### src/rtl/ipx_pkg.sv
package ipx_pkg;

    typedef enum logic [1:0] {
        L3_NONE = 2'd0,
        L3_V4   = 2'd1,
        L3_V6   = 2'd2
    } l3_kind_e;

    typedef enum logic [2:0] {
        EXC_NONE       = 3'd0,
        EXC_NOT_IP     = 3'd1,
        EXC_HDR_CSUM   = 3'd2,
        EXC_HDR_SHORT  = 3'd3,
        EXC_BODY_SHORT = 3'd4,
        EXC_TTL_ZERO   = 3'd5,
        EXC_OPTIONS    = 3'd6
    } exc_code_e;

    localparam logic [15:0] HINT_V4 = 16'h0800;
    localparam logic [15:0] HINT_V6 = 16'h86DD;

    localparam logic [7:0] NH_HOP_BY_HOP = 8'd0;
    localparam logic [7:0] NH_ROUTING    = 8'd43;
    localparam logic [7:0] NH_DEST_OPTS  = 8'd60;

    localparam int unsigned V6_HDR_BYTES = 40;
    localparam int unsigned V4_MIN_IHL   = 5;

endpackage

### src/rtl/ipx_hdr_capture.sv
module ipx_hdr_capture
    import ipx_pkg::*;
#(
    parameter int unsigned CNT_W = 17
) (
    input  logic             clk,
    input  logic             rst_n,
    input  logic             byte_vld,
    input  logic [7:0]       byte_data,
    input  logic             byte_eop,
    input  logic [15:0]      l2_type,
    output logic             first,
    output logic [CNT_W-1:0] idx,
    output logic [CNT_W-1:0] cnt,
    output logic             done,
    output l3_kind_e         kind,
    output logic [3:0]       ver,
    output logic [3:0]       ihl,
    output logic [15:0]      w23,
    output logic [15:0]      w45,
    output logic [7:0]       b6,
    output logic [7:0]       b7,
    output logic [7:0]       b8
);

    localparam logic [CNT_W-1:0] CNT_MAX = '1;

    typedef struct packed {
        logic             in_pkt;
        logic             done;
        logic [CNT_W-1:0] cnt;
        l3_kind_e         kind;
        logic [3:0]       ver;
        logic [3:0]       ihl;
        logic [15:0]      w23;
        logic [15:0]      w45;
        logic [7:0]       b6;
        logic [7:0]       b7;
        logic [7:0]       b8;
    } cap_t;

    cap_t cap_d, cap_q;

    function automatic l3_kind_e decode_hint(input logic [15:0] t);
        if (t == HINT_V4)      return L3_V4;
        else if (t == HINT_V6) return L3_V6;
        else                   return L3_NONE;
    endfunction

    always_comb begin
        cap_d      = cap_q;
        cap_d.done = 1'b0;
        first      = byte_vld && !cap_q.in_pkt;
        idx        = first ? '0 : cap_q.cnt;
        if (byte_vld) begin
            if (first) begin
                cap_d.kind = decode_hint(l2_type);
                cap_d.ver  = '0;
                cap_d.ihl  = '0;
                cap_d.w23  = '0;
                cap_d.w45  = '0;
                cap_d.b6   = '0;
                cap_d.b7   = '0;
                cap_d.b8   = '0;
            end
            cap_d.cnt = (idx == CNT_MAX) ? CNT_MAX : idx + CNT_W'(1);
            case (idx)
                CNT_W'(0): begin
                    cap_d.ver = byte_data[7:4];
                    cap_d.ihl = byte_data[3:0];
                end
                CNT_W'(2): cap_d.w23[15:8] = byte_data;
                CNT_W'(3): cap_d.w23[7:0]  = byte_data;
                CNT_W'(4): cap_d.w45[15:8] = byte_data;
                CNT_W'(5): cap_d.w45[7:0]  = byte_data;
                CNT_W'(6): cap_d.b6        = byte_data;
                CNT_W'(7): cap_d.b7        = byte_data;
                CNT_W'(8): cap_d.b8        = byte_data;
                default: ;
            endcase
            cap_d.in_pkt = !byte_eop;
            cap_d.done   = byte_eop;
        end
    end

    always_ff @(posedge clk) begin
        if (!rst_n) cap_q <= '0;
        else        cap_q <= cap_d;
    end

    assign cnt  = cap_q.cnt;
    assign done = cap_q.done;
    assign kind = cap_q.kind;
    assign ver  = cap_q.ver;
    assign ihl  = cap_q.ihl;
    assign w23  = cap_q.w23;
    assign w45  = cap_q.w45;
    assign b6   = cap_q.b6;
    assign b7   = cap_q.b7;
    assign b8   = cap_q.b8;

    // each further byte of a packet advances the count by one
    a_r2_count_step: assert property (@(posedge clk) disable iff (!rst_n)
        (byte_vld && cap_q.in_pkt && cap_q.cnt != CNT_MAX)
            |=> (cap_q.cnt == $past(cap_q.cnt) + CNT_W'(1)));

    // idle cycles leave the count untouched
    a_r2_idle_holds: assert property (@(posedge clk) disable iff (!rst_n)
        !byte_vld |=> $stable(cap_q.cnt));

endmodule

### src/rtl/ipx_csum.sv
module ipx_csum #(
    parameter int unsigned CNT_W = 17
) (
    input  logic             clk,
    input  logic             rst_n,
    input  logic             byte_vld,
    input  logic             first,
    input  logic [CNT_W-1:0] idx,
    input  logic [7:0]       byte_data,
    input  logic [3:0]       ihl,
    output logic             sum_ok
);

    typedef struct packed {
        logic [15:0] sum;
        logic [7:0]  hi;
    } acc_t;

    acc_t acc_d, acc_q;
    logic [16:0]      wide;
    logic [CNT_W-1:0] hdr_lim;

    always_comb begin
        acc_d   = acc_q;
        hdr_lim = CNT_W'({ihl, 2'b00});
        wide    = {1'b0, acc_q.sum} + {1'b0, acc_q.hi, byte_data};
        if (byte_vld) begin
            if (first) begin
                acc_d.sum = '0;
                acc_d.hi  = byte_data;
            end else if (!idx[0]) begin
                acc_d.hi = byte_data;
            end else if (idx < hdr_lim) begin
                acc_d.sum = wide[15:0] + {15'b0, wide[16]};
            end
        end
    end

    always_ff @(posedge clk) begin
        if (!rst_n) acc_q <= '0;
        else        acc_q <= acc_d;
    end

    assign sum_ok = (acc_q.sum == 16'hFFFF);

    // the accumulator restarts with every new packet
    a_r4_sum_restart: assert property (@(posedge clk) disable iff (!rst_n)
        (byte_vld && first) |=> (acc_q.sum == 16'h0000));

endmodule

### src/rtl/ipx_verdict.sv
module ipx_verdict
    import ipx_pkg::*;
#(
    parameter int unsigned CNT_W = 17
) (
    input  l3_kind_e         kind,
    input  logic [CNT_W-1:0] cnt,
    input  logic [3:0]       ver,
    input  logic [3:0]       ihl,
    input  logic [15:0]      w23,
    input  logic [15:0]      w45,
    input  logic [7:0]       b6,
    input  logic [7:0]       b7,
    input  logic [7:0]       b8,
    input  logic             sum_ok,
    output exc_code_e        code
);

    localparam int unsigned CMP_W = (CNT_W > 17) ? CNT_W : 17;

    logic [CMP_W-1:0] rx, v4_hdr, v4_need, v6_need;
    logic             v4_hdr_ok, v6_ext;

    always_comb begin
        rx        = CMP_W'(cnt);
        v4_hdr    = CMP_W'({ihl, 2'b00});
        v4_need   = CMP_W'(w23);
        v6_need   = CMP_W'(w45) + CMP_W'(V6_HDR_BYTES);
        v4_hdr_ok = (ihl >= 4'(V4_MIN_IHL)) && (rx >= v4_hdr);
        v6_ext    = (b6 == NH_HOP_BY_HOP) || (b6 == NH_ROUTING) || (b6 == NH_DEST_OPTS);
        code      = EXC_NOT_IP;
        case (kind)
            L3_V4: begin
                if (ver != 4'd4)                    code = EXC_NOT_IP;
                else if (v4_hdr_ok && !sum_ok)      code = EXC_HDR_CSUM;
                else if (!v4_hdr_ok)                code = EXC_HDR_SHORT;
                else if (rx < v4_need)              code = EXC_BODY_SHORT;
                else if (b8 == 8'd0)                code = EXC_TTL_ZERO;
                else if (ihl > 4'(V4_MIN_IHL))      code = EXC_OPTIONS;
                else                                code = EXC_NONE;
            end
            L3_V6: begin
                if (ver != 4'd6)                    code = EXC_NOT_IP;
                else if (rx < CMP_W'(V6_HDR_BYTES)) code = EXC_HDR_SHORT;
                else if (rx < v6_need)              code = EXC_BODY_SHORT;
                else if (b7 == 8'd0)                code = EXC_TTL_ZERO;
                else if (v6_ext)                    code = EXC_OPTIONS;
                else                                code = EXC_NONE;
            end
            default: code = EXC_NOT_IP;
        endcase
    end

endmodule

### src/rtl/ipx_classifier.sv
module ipx_classifier
    import ipx_pkg::*;
#(
    parameter int unsigned CNT_W = 17
) (
    input  logic        clk,
    input  logic        rst_n,
    input  logic        byte_vld,
    input  logic [7:0]  byte_data,
    input  logic        byte_eop,
    input  logic [15:0] l2_type,
    output logic        exc_vld,
    output logic [2:0]  exc_code
);

    logic             first, done, sum_ok;
    logic [CNT_W-1:0] idx, cnt;
    l3_kind_e         kind;
    logic [3:0]       ver, ihl;
    logic [15:0]      w23, w45;
    logic [7:0]       b6, b7, b8;
    exc_code_e        code;

    ipx_hdr_capture #(.CNT_W(CNT_W)) u_capture (
        .clk       (clk),
        .rst_n     (rst_n),
        .byte_vld  (byte_vld),
        .byte_data (byte_data),
        .byte_eop  (byte_eop),
        .l2_type   (l2_type),
        .first     (first),
        .idx       (idx),
        .cnt       (cnt),
        .done      (done),
        .kind      (kind),
        .ver       (ver),
        .ihl       (ihl),
        .w23       (w23),
        .w45       (w45),
        .b6        (b6),
        .b7        (b7),
        .b8        (b8)
    );

    ipx_csum #(.CNT_W(CNT_W)) u_csum (
        .clk       (clk),
        .rst_n     (rst_n),
        .byte_vld  (byte_vld),
        .first     (first),
        .idx       (idx),
        .byte_data (byte_data),
        .ihl       (ihl),
        .sum_ok    (sum_ok)
    );

    ipx_verdict #(.CNT_W(CNT_W)) u_verdict (
        .kind   (kind),
        .cnt    (cnt),
        .ver    (ver),
        .ihl    (ihl),
        .w23    (w23),
        .w45    (w45),
        .b6     (b6),
        .b7     (b7),
        .b8     (b8),
        .sum_ok (sum_ok),
        .code   (code)
    );

    assign exc_vld  = done;
    assign exc_code = code;

    // an accepted end byte is followed by a verdict
    a_r2_verdict_follows_eop: assert property (@(posedge clk) disable iff (!rst_n)
        (byte_vld && byte_eop) |=> exc_vld);

    // no verdict without an end byte in the cycle before
    a_r2_verdict_needs_eop: assert property (@(posedge clk) disable iff (!rst_n)
        exc_vld |-> $past(byte_vld && byte_eop));

    // only defined codes leave the block
    a_r9_code_defined: assert property (@(posedge clk) disable iff (!rst_n)
        exc_vld |-> (exc_code <= 3'd6));

    // a one-byte packet with a non-IP hint reports code 1
    a_r3_hint_not_ip: assert property (@(posedge clk) disable iff (!rst_n)
        (first && byte_eop && l2_type != HINT_V4 && l2_type != HINT_V6)
            |=> (exc_code == 3'd1));

endmodule

### config.mk
export PLATFORM = sky130hd
export DESIGN_NAME = ipx_classifier
export DESIGN_NICKNAME = d
export VERILOG_FILES = /design/src/rtl/ipx_pkg.sv /design/src/rtl/ipx_hdr_capture.sv /design/src/rtl/ipx_csum.sv /design/src/rtl/ipx_verdict.sv /design/src/rtl/ipx_classifier.sv
export SDC_FILE = /design/constraint.sdc
export NUM_CORES = 1
export LEC_CHECK = 0
export BUFFER_PORTS_ARGS = -buffer_cell sky130_fd_sc_hd__buf_2
export CAP_MARGIN = 0
export CORE_MARGIN = 2
export CORE_UTILIZATION = 42
export CTS_BUF_LIST = sky130_fd_sc_hd__clkbuf_4 sky130_fd_sc_hd__clkbuf_8
export CTS_CLUSTER_DIAMETER = 120
export DETAILED_ROUTE_END_ITERATION = 8
export PLACE_DENSITY = 0.69
export SYNTH_ARGS = -nofsm -noshare
export SYNTH_HDL_FRONTEND = slang
export SYNTH_SLANG_ARGS = --single-unit
### constraint.sdc
create_clock -name clk -period 11.35 [get_ports clk]
set_clock_uncertainty 0.05 [all_clocks]
set_input_delay 1.135 -clock clk [delete_from_list [all_inputs] [get_ports clk]]
set_output_delay 1.135 -clock clk [all_outputs]
set_load 0.01 [all_outputs]
==> run metrics <==
outcome=completed; GPL Wtd Cong=0.877; Netlist cell types=73; IO Port Bufs=31; kind of critical path=in2reg; I/O pin cnt=32; period utilisation layout=45.2%; Avg WL per Cell=17.3 um; setup TNS=0 ns; Synth Area per Inst=8.00 um2; Initial Utilization=43.1%; First-pass DRT Iterations=5; Int Pwr=0.533 mW; Seq cells post-synth=109; Final Util=46.0%; commonest non-fill, non-tap cells in the layout=126 x nand2_1, 109 x dfxtp_1, 95 x nand3_1; EDFF count, synth=0; PostCTS Resize Cnt=0; WP data arrival=5.43 ns; Cell Area, Synth=7180 um2; critical-path cell list=buf_2 -> buf_4 -> nand2b_2 -> buf_4 -> nand2_1 -> inv_1 -> ha_1 -> nand4_1 -> or3_1 -> nor3_1 -> nand4_1 -> nand2_1 -> o21a_1 -> o221a_2; Die Span Y=135 um; post-synthesis sequential area ratio=30.4%; Clock Sinks=109; Antenna Diode Count=0; Post-Route WL=19.4 mm; # placed instances=1108; crit-path leading delay family=simple AND/OR/NAND/NOR gates; Leakage Power=2.91 nW; R2R Setup Slk=6.74 ns; DRT iter0 DRCs=430; filler instances=1639; Final Max Slew Viols=0; slew margin rel.=31.4%; NetSw=0.224 mW; sw frac=29.6%; RSZ-0062 raised after global routing=false; maximum VDD drop=0.0718 mV; Syn Inst Count=897; YS warnings=0; Final Power=0.758 mW; clk_lat worst skew=0.41 ns; hold_buf cts=0; Startpoint Class=input port; Synth Flop Type=dfxtp_1; Final setup viols=0; Synth Net Count=989; pre-CTS WS=5.94 ns; clk slew on worst S/H paths=0.11 ns; die width=135 um; initial antenna violation count=0; Setup crit end kind=register; via count=6531; CTS Buffer Depth=2; Slew @ Worst Pin=1.02 ns; Buf+Inv Stages, Crit Path=4; Comb pwr share=14.9%; GRT Total Usage=21.9%; CP max stage delay=0.55 ns; total CTS buffers=9; final non-filler cell total=1122; CP max stage cell=nand2_1; P per Cell Area=99.0 nW/um2; setup ws final=6.22 ns; largest net degree at the start of global routing=103; vias per cell=5.82; most common cell after layout, fill and taps aside=nand2_1; first-pass GRT wire length=31.8 mm; CTS tree=done; ys async rst share=0%; Flop pwr share=52.9%; final net count=991; remaining antenna violation count=0; Final Hold Fails=0; DRC=0; Hold Crit Class=reg2reg; Period minus WS final=5.13 ns; Core ar.=16600 um2; area grow syn2layout=6.59%; Worst Path Required=11.65 ns; Max Freq=0.195 GHz; share of cells above drive strength 1=7.65%; die area=18100 um2; FP Rows=47; clock power share=32.1%; number of global-route vias before repair=6179; Post-DP HPWL=13.9 mm; H-tree depth=3; Root Buffer Master=clkbuf_8; worst-path fanout max=43; Maximum Capacitance Violations=0; Setup Buffers After CTS=0; GRT overflow=0
[stage by stage]
stage,hold slack (ns),instance area [um2]
after floorplan,0.391,7180
after global placement,0.401,7460
after detailed placement,0.405,7460
after CTS,0.421,7650
after global routing,0.450,7650
final,0.428,7650
[layout make-up]
| class | count | area, um2 | area share (%) |
|---|---|---|---|
| Clock inverter | 5 | 61.3 | 0.801 |
| Clock buffer | 9 | 124 | 1.62 |
| Multi-Input combinational cell | 710 | 4690 | 61.3 |
| Timing Repair Buffer | 36 | 193 | 2.52 |
| Sequential cell | 109 | 2180 | 28.5 |
| Tap cell | 220 | 275 | 3.60 |
| Inverter | 33 | 124 | 1.62 |
[per-layer routing]
| layer | vias to the layer above | track usage [%] | part of all wire [%] |
|---|---|---|---|
| li1 | 3236 | - | - |
| met1 | 3067 | 30.4 | 47 |
| met2 | 177 | 33.8 | 45 |
| met3 | 51 | 3.64 | 4.6 |
| met4 | 0 | 9.30 | 3.4 |
| met5 | - | 0 | 0 |
[registers in the layout (all words and copies together), names as in the netlist]
name / cells
u_capture.b6: 8
u_capture.w45: 16
u_capture.cnt: 17
u_capture.b8: 8
u_capture.cap_q: 1
u_capture.w23: 16
u_capture.ihl: 4
u_capture.ver: 4
u_capture.done: 1
u_capture.kind: 2
u_capture.b7: 8
u_csum.acc_q: 24
[power by group through the flow]
stage          combinational [mW]  clock [mW]  sequential [mW]
6_report                    0.113       0.244            0.401
5_1_grt                     0.126       0.263            0.402
4_1_cts                     0.112       0.246            0.400
3_5_place_dp                0.111           0            0.409
3_3_place_gp                0.110           0            0.409
2_1_floorplan              0.0822           0            0.404
[worst reg2reg max path, delay by kind of cell (launching register included)]
kind,cells,cell delay (ns)
AO/OA/AOI/OAI,2,0.39
adder cells (fa/ha/maj),1,0.30
buffers and inverters,3,0.90
flip-flops,1,0.32
AND/OR/NAND/NOR,7,2.61
[worst paths after layout]
path | start | cells past startpoint | endpoint
worst max register to register | u_capture.cap_q[84] | 13 | u_capture.cnt[3]
worst min-delay path | u_capture.b8[2] | 2 | u_capture.b8[2]
worst max-delay path | byte_vld | 14 | u_capture.cnt[3]
worst min register to register | u_capture.b8[2] | 2 | u_capture.b8[2]
[logic make-up (layout without fill, tap and decap cells)]
| logic type | count (synthesis) | after routing | share of synthesized area, % |
|---|---|---|---|
| buf+inv | 78 | 83 | 4.27 |
| simple gates | 368 | 368 | 25.4 |
| mux | 2 | 2 | 0.349 |
| xor+xnor | 39 | 39 | 4.76 |
| fa+ha+maj | 64 | 64 | 11.3 |
| compound gates | 237 | 237 | 23.6 |
| flops | 109 | 109 | 30.4 |
[cells in the mapped netlist, types with 5 or more instances]
master / instances / area, um2
a21oi_1: 36 / 180
or4_1: 6 / 45.0
inv_1: 32 / 120
nor3_1: 9 / 45.0
nor2b_1: 17 / 106
a22oi_1: 10 / 75.1
nand2_1: 126 / 473
o21ai_1: 7 / 35.0
and2_1: 13 / 81.3
a21boi_1: 9 / 67.6
dfxtp_1: 109 / 2180
o21ai_0: 28 / 140
nand3_1: 95 / 475
nor3b_1: 5 / 37.5
nor2_1: 42 / 158
nand2b_1: 6 / 37.5
a211oi_1: 5 / 37.5
o31ai_1: 5 / 37.5
xnor2_1: 19 / 166
a21o_1: 24 / 180
xor2_1: 20 / 175
a21boi_0: 60 / 450
and3_1: 8 / 50.1
ha_1: 63 / 788
nor4_1: 7 / 43.8
nand4_1: 16 / 100
clkbuf_1: 35 / 131
(Power assumes the default switching activity.)
